==> src/rtl/cbl_pkg.sv <==
package cbl_pkg;

    typedef enum logic [1:0] {
        ACT_HOLD  = 2'd0,
        ACT_SHIFT = 2'd1,
        ACT_LATCH = 2'd2
    } cbl_act_e;

endpackage

==> src/rtl/cbl_edge_decode.sv <==
module cbl_edge_decode
    import cbl_pkg::*;
#(
    parameter int PORT_W   = 8,
    parameter int CLK_BIT  = 0,
    parameter int MOSI_BIT = 1,
    parameter int CS_BIT   = 2
) (
    input  logic              clk,
    input  logic              rst_n,
    input  logic              port_we,
    input  logic [PORT_W-1:0] port_wdata,
    output logic              prev_mosi,
    output cbl_act_e          act
);

    logic [PORT_W-1:0] prev_q;
    logic [PORT_W-1:0] rise;

    // Previous port value, advanced only by port writes
    always_ff @(posedge clk) begin
        if (!rst_n) begin
            prev_q <= '0;
        end else if (port_we) begin
            prev_q <= port_wdata;
        end
    end

    assign rise      = port_wdata & ~prev_q;
    assign prev_mosi = prev_q[MOSI_BIT];

    // Shift clock has priority over chip select
    always_comb begin
        act = ACT_HOLD;
        if (port_we) begin
            if (rise[CLK_BIT]) begin
                act = ACT_SHIFT;
            end else if (rise[CS_BIT]) begin
                act = ACT_LATCH;
            end
        end
    end

    AST_PREV_HOLD: assert property (@(posedge clk) disable iff (!rst_n)
        !port_we |=> $stable(prev_q));

    AST_NO_ACT_IDLE: assert property (@(posedge clk) disable iff (!rst_n)
        !port_we |-> act == ACT_HOLD);

endmodule

==> src/rtl/cbl_shift_latch.sv <==
module cbl_shift_latch
    import cbl_pkg::*;
#(
    parameter int MASK_W         = 8,
    parameter bit FORCE_SAVE_BIT = 1'b0
) (
    input  logic              clk,
    input  logic              rst_n,
    input  cbl_act_e          act,
    input  logic              prev_mosi,
    output logic [MASK_W-1:0] bank_mask,
    output logic              save_req
);

    localparam int MSB = MASK_W - 1;
    localparam logic [MASK_W-1:0] TOP_ONE = {1'b1, {(MASK_W-1){1'b0}}};

    logic [MASK_W-1:0] shift_q;
    logic [MASK_W-1:0] mask_q;
    logic              save_q;
    logic [MASK_W-1:0] latch_val;

    assign latch_val = FORCE_SAVE_BIT ? (shift_q | TOP_ONE) : shift_q;

    // State register: shifter and mask
    always_ff @(posedge clk) begin
        if (!rst_n) begin
            shift_q <= '0;
            mask_q  <= '0;
        end else begin
            unique case (act)
                ACT_SHIFT: shift_q <= {shift_q[MSB-1:0], prev_mosi};
                ACT_LATCH: mask_q  <= latch_val;
                default: ;
            endcase
        end
    end

    // Output process: save strobe
    always_ff @(posedge clk) begin
        if (!rst_n) begin
            save_q <= 1'b0;
        end else begin
            unique case (act)
                ACT_LATCH: save_q <= latch_val[MSB] ^ mask_q[MSB];
                default:   save_q <= 1'b0;
            endcase
        end
    end

    assign bank_mask = mask_q;
    assign save_req  = save_q;

    AST_SHIFT_IN: assert property (@(posedge clk) disable iff (!rst_n)
        act == ACT_SHIFT |=> shift_q[0] == $past(prev_mosi));

    AST_SHIFT_KEEPS_MASK: assert property (@(posedge clk) disable iff (!rst_n)
        act == ACT_SHIFT |=> $stable(mask_q));

    AST_HOLD_STABLE: assert property (@(posedge clk) disable iff (!rst_n)
        act == ACT_HOLD |=> $stable(mask_q) && $stable(shift_q));

    AST_SAVE_PULSE: assert property (@(posedge clk) disable iff (!rst_n)
        save_q |=> !save_q);

    AST_SAVE_CAUSE: assert property (@(posedge clk) disable iff (!rst_n)
        save_q |-> mask_q[MSB] != $past(mask_q[MSB]));

    AST_FORCE_TOP: assert property (@(posedge clk) disable iff (!rst_n)
        (FORCE_SAVE_BIT && act == ACT_LATCH) |=> mask_q[MSB]);

endmodule

==> src/rtl/cart_bank_latch.sv <==
module cart_bank_latch
    import cbl_pkg::*;
#(
    parameter int PORT_W         = 8,
    parameter int MASK_W         = 8,
    parameter int CLK_BIT        = 0,
    parameter int MOSI_BIT       = 1,
    parameter int CS_BIT         = 2,
    parameter bit FORCE_SAVE_BIT = 1'b0
) (
    input  logic              clk,
    input  logic              rst_n,
    input  logic              port_we,
    input  logic [PORT_W-1:0] port_wdata,
    output logic [MASK_W-1:0] bank_mask,
    output logic              save_req
);

    cbl_act_e act;
    logic     prev_mosi;

    cbl_edge_decode #(
        .PORT_W  (PORT_W),
        .CLK_BIT (CLK_BIT),
        .MOSI_BIT(MOSI_BIT),
        .CS_BIT  (CS_BIT)
    ) u_edge (
        .clk       (clk),
        .rst_n     (rst_n),
        .port_we   (port_we),
        .port_wdata(port_wdata),
        .prev_mosi (prev_mosi),
        .act       (act)
    );

    cbl_shift_latch #(
        .MASK_W        (MASK_W),
        .FORCE_SAVE_BIT(FORCE_SAVE_BIT)
    ) u_latch (
        .clk      (clk),
        .rst_n    (rst_n),
        .act      (act),
        .prev_mosi(prev_mosi),
        .bank_mask(bank_mask),
        .save_req (save_req)
    );

    AST_IDLE_MASK: assert property (@(posedge clk) disable iff (!rst_n)
        !port_we |=> $stable(bank_mask) && !save_req);

endmodule

==> config.mk <==
export PLATFORM = sky130hd
export DESIGN_NAME = cart_bank_latch
export DESIGN_NICKNAME = d
export VERILOG_FILES = /design/src/rtl/cbl_pkg.sv /design/src/rtl/cbl_edge_decode.sv /design/src/rtl/cbl_shift_latch.sv /design/src/rtl/cart_bank_latch.sv
export SDC_FILE = /design/constraint.sdc
export NUM_CORES = 1
export LEC_CHECK = 0
export BUFFER_PORTS_ARGS = -buffer_cell sky130_fd_sc_hd__buf_2
export CAP_MARGIN = 20
export CORE_UTILIZATION = 30
export CTS_CLUSTER_DIAMETER = 40
export DETAILED_ROUTE_END_ITERATION = 7
export GPL_ROUTABILITY_DRIVEN = 1
export PLACE_DENSITY = 0.57
export SYNTH_ARGS = -nofsm -noshare
export SYNTH_HDL_FRONTEND = slang
export SYNTH_SLANG_ARGS = --single-unit
==> constraint.sdc <==
create_clock -name clk -period 2.4 [get_ports clk]
set_input_delay 0.12 -clock clk [delete_from_list [all_inputs] [get_ports clk]]
set_output_delay 0.12 -clock clk [all_outputs]
set_load 0.01 [all_outputs]
Yosys cells after proc, flatten, opt, wreduce, memory -nomap -nowiden

Index checks and enable logic that the tools add are counted.

Register bits: 20
Logic and storage cells: 13

Eq/ne operators: 2
Muxes and demuxes: 3
Bitwise logic cells: 3
Reduce and logical (&&, ||, !) cells: 1

Operators by type and width:

| kind               | number |
|---|---|
| $mux 2             | 3 |
| $and 3x3->3        | 1 |
| $not 3->3          | 1 |
| $eq 2x1->1 const B | 1 |
| $eq 2x2->1 const B | 1 |
| $reduce_and 2->1   | 1 |
| $xor 1x1->1        | 1 |

Logic depth before layout (Yosys ltp)

Gate-level depths: netlist (run 1).

Depth in word-level cells: 7
Depth in mapped cells: 4
Depth with buffers taken out: 3

By module

Synthesis (run 1) repeated with hierarchy kept, for this count alone.

Cells, all modules: 71
Area, all modules: 750.7 um^2

Modules (own cells, without submodules):

| module          | times used | cells each | area an instance (um^2) | sequential area each (um^2) |
|---|---|---|---|---|
| cbl_shift_latch | 1          | 58         | 621.8                   | 340.3 |
| cbl_edge_decode | 1          | 13         | 128.9                   | 60.1 |

Worst setup path after synthesis (run 1)

No wires, ideal clock.

Path kind: reg-to-reg
From: register u_edge.prev_q[0]
To: register u_latch.shift_q[0], in the netlist u_latch.latch_val[0]
Setup time: 0.116 ns
Data arrival time: 0.812 ns
Slack: 1.472 ns
Cell stages (with the launch flop): 5
Buffers on the path: 1
Period minus slack after synthesis: 0.928 ns
Path through: dfxtp_1 -> nand3b_1 -> buf_4 -> mux2i_1 -> nor2b_1

Longest elaborated chain between the ends: 5

Ends and longest elaborated chain:

| item                   | RTL line              | text |
|---|---|---|
| from (decl)            | cbl_edge_decode.sv:17 | `logic [PORT_W-1:0] prev_q;` |
| from (signal assigned) | cbl_edge_decode.sv:25 | `prev_q <= port_wdata;` |
| $not 3->3              | cbl_edge_decode.sv:29 | `assign rise = port_wdata & ~prev_q;` |
| $and 3x3->3            | cbl_edge_decode.sv:29 |  |
| $mux 2                 | cbl_edge_decode.sv:36 | `if (rise[CLK_BIT]) begin` |
| $mux 2                 | cbl_edge_decode.sv:35 | `if (port_we) begin` |
| $eq 2x1->1             | cbl_shift_latch.sv:31 | `unique case (act)` |
| to (signal assigned)   | cbl_shift_latch.sv:32 | `ACT_SHIFT: shift_q <= {shift_q[MSB-1:0], prev_mosi};` |
| to (decl)              | cbl_shift_latch.sv:18 | `logic [MASK_W-1:0] shift_q;` |

Every way passes these cells.
A chain may end at the register's enable or synchronous reset.

Worst setup path after layout (run 1)

From: register u_edge.prev_q[0]
To: register u_latch.shift_q[6], in the netlist u_latch.latch_val[6]

Same word-level chain as after synthesis.

==> key figures, run 1 <==
Setup path
  • CP arrival: 1410 ps
  • Crit start category: register
  • Critical Path RT: 2600 ps
  • Crit. Startpoint: u_edge.prev_q[0]$_SDFFE_PN0P_
  • FF-to-FF End: u_latch.latch_val[6]$_SDFFE_PN0N_
  • CP endpoint kind: register
  • R2R Setup Slk: 1190 ps
  • FF-to-FF path depth: 3
  • Worst r2r src: u_edge.prev_q[0]$_SDFFE_PN0P_
  • Max Fanout on Critical Path: 8
  • Crit Path Category: reg2reg

GRT
  • Gr usage total: 0.102
  • Vias in the first global route: 495
  • Initial antenna violation count: 0
  • First-pass GRT wire length: 2.06 mm
  • Maximum number of pins on one net before global-route repair: 29
  • Total gr overflow: 0

Die
  • Die ar.: 2860 um^2
  • Die W: 53.5 um
  • Chip height: 53.5 um
  • # rows: 18
  • Top Ports: 20
  • Starting Density: 0.318
  • Core box area: 2500 um^2

Detailed routing
  • Drt first pass iters: 1
  • Wire per inst: 9.90 um
  • Via/cell ratio: 4.39
  • Routed Antenna Nets: 0
  • Met3 WL: 16 um
  • Initial DRC count: 0
  • Vias: 531
  • M1 WL: 570 um
  • DRT Wirelength: 1.20 mm
  • # DRC: 0
  • Metal2 WL: 611 um
  • Highest metal used: met3

Power
  • VDD IR max: 209 uV
  • Leak pwr: 0.000406 uW
  • Pwr/cell area: 622 nW/um^2

Clock tree
  • CTS Buf Count: 3
  • # hold bufs at CTS: 0
  • PostCTS Resize Cnt: 0
  • Clock Path Buffers: 2
  • Root buf cell: clkbuf_4
  • TritonCTS clock tree: done
  • Clock-pin slew on the worst setup and hold paths: 120 ps
  • Post-CTS setup buffers: 0
  • Clk sinks: 20
  • Clock latency on the worst-skew pair: 300 ps
  • CTS HTree Levels: 1

STA
  • Slew @ Worst Pin: 510 ps
  • Final Hold Viols: 0
  • Fin crit period: 1210 ps
  • Clk_skew: 5.30 ps
  • Final Max Slew Viols: 0
  • Max-slew headroom: 0.659
  • Hold slack: 90.0 ps
  • Final setup TNS: 0 ps
  • Final setup vio count: 0
  • Final critical-path setup slack: 1190 ps
  • Period utilization: 0.503
  • RSZ-0062 raised after global routing: no
  • Fmax: 829 MHz

Final layout
  • Final instance area: 913 um^2
  • Most common cell after layout, fill and taps aside: dfxtp_1
  • Post-route insts no fill: 121
  • Total Nets Final: 103
  • Ratio of cells with drive above 1 in the final layout: 0.231
  • Most frequent cells in the layout: dfxtp_1 (20), mux2i_1 (18), nand2_1 (16), buf_2 (14), nor2b_1 (11)
  • P&R area growth vs syn: 15.0%
  • Antenna Cells: 0

Placement
  • GPL Wtd Cong: 0.616
  • PortBufs: 14
  • Cell Area, Placed: 877 um^2
  • Final HPWL DP: 829 um
  • Worst slack at placement: 1190 ps
  • Dpl cells: 117

Logic synthesis
  • Synth Area per Inst: 10.3 um^2
  • Syn Inst Count: 77
  • Synth unique cells: 15
  • Synthesized flop and latch total: 20
  • Netlist Area Pre-Place: 795 um^2
  • Seq/Total Area, Yosys: 0.504
  • Syn Nets: 88
  • Ranking of synthesized cells by area: dfxtp_1 (50%), mux2i_1 (23%), nor2b_1 (8.7%)
  • Yosys warns: 0
  • Top cell type's share of synthesized area: 0.504
  • Synth area leader: dfxtp_1

Flow run
  • MaxCap Viol Count: 0

Min path
  • Hold path cells: 3
  • Worst Hold Launch: port_wdata[1]
  • Hold Crit Class: in2reg
  • Hold Path End: u_edge.prev_q[1]$_SDFFE_PN0P_

Outcome
  • Outcome: finished clean
-- through the flow --
step	power (uW)	utilization
2_1_floorplan	373	-
3_3_place_gp	380	0.351
3_5_place_dp	380	0.351
4_1_cts	577	0.365
5_1_grt	597	0.365
6_report	568	0.365
-- kinds of logic after synthesis --
group,Yosys count,share of synthesized area
AO/OA/AOI/OAI,1,0.00945
XOR/XNOR,1,0.0110
buffers and inverters,5,0.0409
flip-flops,20,0.504
multiplexers,18,0.227
AND/OR/NAND/NOR,32,0.208
-- sequential cells by signal, indices dropped and copies added (netlist names) --
register,cells
u_latch.bank_mask,8
u_edge.prev_q,3
u_latch.save_req,1
u_latch.latch_val,8
-- how the worst max path moves through the flow --
stage	end	slack, ps	cells after the start
CTS	u_latch.latch_val[6]$_SDFFE_PN0N_	1170	3
finish	u_latch.latch_val[6]$_SDFFE_PN0N_	1190	3
floorplan	u_latch.latch_val[0]$_SDFFE_PN0N_	1470	4
detailed placement	u_latch.latch_val[3]$_SDFFE_PN0N_	1190	3
global route	u_latch.latch_val[6]$_SDFFE_PN0N_	1060	3
global placement	u_latch.latch_val[1]$_SDFFE_PN0N_	1200	3
-- cell usage after synthesis --
library cell	n
buf_6	1
buf_4	1
nand2_1	16
buf_2	2
nor2b_1	11
clkbuf_1	1
a21boi_0	1
nand3b_1	1
nor3_2	1
mux2i_1	18
dfxtp_1	20
xor2_1	1
nand2_2	1
and3_1	1
nand2b_1	1
-- layout make-up --
type	count	area, um^2
Fill cell	278	1590
Timing Repair Buffer	15	77.6
Tap cell	30	37.5
Clock buffer	4	36.3
Sequential cell	20	400
Multi-Input combinational cell	52	362
-- power by group --
group | switching (uW) | internal (uW)
registers | 2.05 | 335
logic | 18.3 | 16.4
clock network | 103 | 92.4
-- routing by layer --
layer / up-vias / track usage
met4: 0 / 0.0658
met3: 0 / 0.0172
met5: - / 0
met1: 250 / 0.123
met2: 4 / 0.163
li1: 277 / -
-- worst max-delay path, stage by stage, from the launching register on --
cell	delay, ps
dfxtp_1	330
nand3b_1	440
mux2i_1	280
nor2b_1	60
(Power assumes the default switching activity.)
==> run 2: changes to the inputs <==
- ABC_AREA: default -> 1
- PLACE_DENSITY: 0.57 -> 0.58
- clock period: 2.4 -> 1.1 ns (I/O delays scaled with it)
==> run 2 against run 1 <==
Against the previous run:
- utilization increased by 0.40 points
- register-to-register slack got worse by 1100 ps
- synthesized area increased by 9.3%
- critical path depth increased by 4
- synthesized cell count increased by 47%
- worst hold slack got worse by 28 ps
- global-route usage about the same
- sequential share of layout area decreased by 4.5 points
- clock power increased by 70%
- clock skew decreased by 2.4 ps
- largest cell class unchanged
- highest routed layer is now met4
==> key figures, run 2 <==
Setup path
  • Critical path cell sequence: inv_2 > buf_4 > nand2_4 > nand3_2 > nand2_1 > inv_1 > nor2_1
  • CP arrival: 1270 ps (-140 ps)
  • CP endpoint kind: register
  • Max Fanout on Critical Path: 10 (+2)
  • FF-to-FF path depth: 7 (+4)
  • Crit start category: register
  • Crit Path Category: reg2reg
  • Worst path buffer plus inverter count: 3 (+3)
  • Critical path's slowest cell: dfxtp_1
  • Critical path's largest stage delay: 340 ps (-100 ps)
  • CP delay by family, top: simple AND/OR/NAND/NOR gates
  • Critical Path RT: 1330 ps (-1270 ps)
  • Critical path depth: 7 (+4)

Logic synthesis
  • Synthesized flop and latch total: 20 (unchanged)
  • Netlist Area Pre-Place: 868 um^2 (+9.3%)
  • Top cell type's share of synthesized area: 0.461 (-0.0428)
  • Synth async-reset ratio: 0 (unchanged)
  • Seq/Total Area, Yosys: 0.461 (-0.0428)
  • Synth Area in Compound Gates: 0.133 (+0.123)
  • Number of enable flip-flop cells after synthesis: 0 (unchanged)
  • Syn Nets: 124 (+41%)
  • Yosys warns: 0 (unchanged)
  • Synth area leader: dfxtp_1
  • Simple-Gate Fraction of Synth Area: 0.238 (+0.0299)
  • Largest family of logic cells by synthesized area: simple AND/OR/NAND/NOR gates
  • Xor and xnor area share after synthesis: 0.0101 (-0.000937)
  • Most frequent cells after synthesis: inv_1 (26), dfxtp_1 (20), nand2_1 (17)
  • Syn Inst Count: 113 (+47%)
  • Synth unique cells: 20 (+5)
  • Top_reg_cell synth: dfxtp_1
  • Mux cell area share after synthesis: 0 (-0.227)
  • Synth Area per Inst: 7.68 um^2 (-26%)
  • Ranking of synthesized cells by area: dfxtp_1 (46%), inv_1 (11%), nand2_1 (7.3%)
  • Top-count cell post-synth: inv_1
  • Adder-cell share of the synthesized area: 0 (unchanged)

STA
  • Final setup TNS: 0 ps (unchanged)
  • Final setup vio count: 0 (unchanged)
  • Slew @ Worst Pin: 290 ps (-220 ps)
  • Fin crit period: 1040 ps (-166 ps)
  • Fmax: 962 MHz (+16%)
  • Clk_skew: 2.92 ps (-2.38 ps)
  • Final critical-path setup slack: 60.0 ps (-1130 ps)
  • Period utilization: 0.945 (+0.443)
  • RSZ-0062 raised after global routing: no
  • Hold slack: 61.9 ps (-28.1 ps)
  • Final Max Slew Viols: 0 (unchanged)
  • Final Hold Viols: 0 (unchanged)
  • Max-slew headroom: 0.807 (+0.148)

Detailed routing
  • # DRC: 0 (unchanged)
  • Routed Antenna Nets: 0 (unchanged)
  • Drt first pass iters: 4 (+3)
  • Initial DRC count: 4 (+4)
  • Via/cell ratio: 4.27 (-2.7%)
  • Vias: 692 (+30%)
  • DRT Wirelength: 1.50 mm (+25%)
  • Wire per inst: 9.27 um (-6.4%)

Flow run
  • MaxCap Viol Count: 0 (unchanged)

Final layout
  • Layout fillers: 298 (+7.2%)
  • Most common cell after layout, fill and taps aside: inv_1
  • Final instance area: 1020 um^2 (+12%)
  • Antenna Cells: 0 (unchanged)
  • Most frequent cells in the layout: inv_1 (26), dfxtp_1 (20), nand2_1 (17), buf_2 (14), nor2_1 (10)
  • Footprint of the multi-input gates: 348 um^2 (-3.8%)
  • Total Nets Final: 144 (+40%)
  • Ratio of cells with drive above 1 in the final layout: 0.244 (+0.0135)
  • Sequential cell area: 400 um^2 (unchanged)
  • P&R area growth vs syn: 17.3%

Placement
  • Final HPWL DP: 1.07 mm (+29%)
  • Cell Area, Placed: 968 um^2 (+10%)
  • PortBufs: 14 (unchanged)
  • GPL Wtd Cong: 0.742 (+20%)
  • Worst slack at placement: 76.2 ps (-1110 ps)

GRT
  • Met1 Track Usage GR: 0.128 (+0.00520)
  • Initial antenna violation count: 0 (unchanged)
  • Gr usage total: 0.101 (-0.000276)
  • Most Used Layer, Global Route: met2
  • Total gr overflow: 0 (unchanged)
  • Maximum number of pins on one net before global-route repair: 20 (-31%)
  • First-pass GRT wire length: 2.57 mm (+24%)
  • Vias in the first global route: 627 (+27%)
  • Met2 usage: 0.167 (+0.00445)
  • GR Layer Usage met3: 0.0209 (+0.00369)

Power
  • Combinational power share: 0.162 (+0.101)
  • Sw Share: 0.270 (+0.0520)
  • VDD IR max: 613 uV (+190%)
  • Part of the power in the clock network: 0.248 (-0.097)
  • Internal power: 980 uW (+120%)
  • Power, Total: 1340 uW (+140%)
  • Leak pwr: 0.000473 uW (+16%)
  • Pwr/cell area: 1320 nW/um^2 (+110%)
  • Share of power burned in registers: 0.589 (-0.005)
  • NetSw: 362 uW (+190%)

Die
  • # rows: 19 (+1)
  • Core box area: 2760 um^2 (+10%)
  • Starting Density: 0.315 (-0.00294)
  • Die W: 55.8 um (+4.4%)
  • Chip height: 55.8 um (+4.4%)
  • Die ar.: 3110 um^2 (+8.9%)
  • Top Ports: 20 (unchanged)

Clock tree
  • Root buf cell: clkbuf_4
  • TritonCTS clock tree: done
  • Clock latency on the worst-skew pair: 290 ps (about the same)
  • Clock-pin slew on the worst setup and hold paths: 110 ps (about the same)
  • CTS Buf Count: 3 (unchanged)
  • CTS HTree Levels: 1 (unchanged)
  • Clk sinks: 20 (unchanged)
  • Clock Path Buffers: 2 (unchanged)

Min path
  • Hold path cells: 3 (unchanged)
  • Hold Crit Class: in2reg

Outcome
  • Outcome: finished clean
==> run 2: cell count changes after synthesis, moves of 2 or more <==
| cell | before | now |
|---|---|---|
| inv_2 | 0 | 2 |
| o21ai_0 | 0 | 8 |
| a21oi_1 | 0 | 8 |
| a21oi_2 | 0 | 2 |
| inv_1 | 0 | 26 |
| nor2_1 | 0 | 10 |
| mux2i_1 | 18 | 0 |
| nand4_1 | 0 | 8 |
| o21ai_2 | 0 | 2 |
| nor2b_1 | 11 | 0 |
==> run 2: repair_timing <==
item,CTS,global route
buffers inserted,0,0
hold buffers,1,0
resized for setup,0,2
endpoints found under the hold margin,1,0
endpoints found under the setup margin,0,5
==> run 2: layout make-up <==
type,instances,area share
multi-input cells,62,0.342
repair buffers,17,0.0934
well taps,31,0.0381
flip-flops and latches,20,0.393
clock buffers,3,0.0221
inverters,29,0.112
==> run 2: tightest hold or removal path: stages <==
cell,delay [ps]
buf_2,100
nand2_2,90
a21oi_1,70
==> run 2: cells by family (layout without fill, tap and decap cells) <==
family | Yosys count | in the layout
and+or+nand+nor | 40 | 41
buffers and inverters | 32 | 49
AOI/OAI and AO/OA | 20 | 20
DFF | 20 | 20
xor gates and xnor gates | 1 | 1
==> run 2: per-stage QoR <==
step / cells / util
final: 162 / 0.369
after global placement: 157 / 0.351
after global routing: 162 / 0.369
after floorplan: 113 / -
after CTS: 161 / 0.363
after detailed placement: 157 / 0.351
==> run 2: routing by layer <==
layer  wire [um]  vias up
met5           0        -
met4          13        0
met1         750      298
met3          38        2
li1            -      386
met2         700        6
==> run 2: worst paths after layout <==
path / startpoint / endpoint / slack (ps)
max: u_edge.prev_q[0]$_SDFFE_PN0P_ / u_latch.bank_mask[5]$_SDFFE_PN0N_ / 60
min reg2reg: u_latch.latch_val[0]$_SDFFE_PN0N_ / u_latch.latch_val[0]$_SDFFE_PN0N_ / 470
min: port_wdata[2] / u_edge.prev_q[2]$_SDFFE_PN0P_ / 60
max reg2reg: u_edge.prev_q[0]$_SDFFE_PN0P_ / u_latch.bank_mask[5]$_SDFFE_PN0N_ / 60
==> run 2: power groups by stage <==
stage	sequential (uW)	clock, uW	combinational, uW
2_1_floorplan	815	0	146
3_3_place_gp	807	0	206
3_5_place_dp	809	0	208
4_1_cts	792	348	212
5_1_grt	797	380	249
6_report	791	333	218
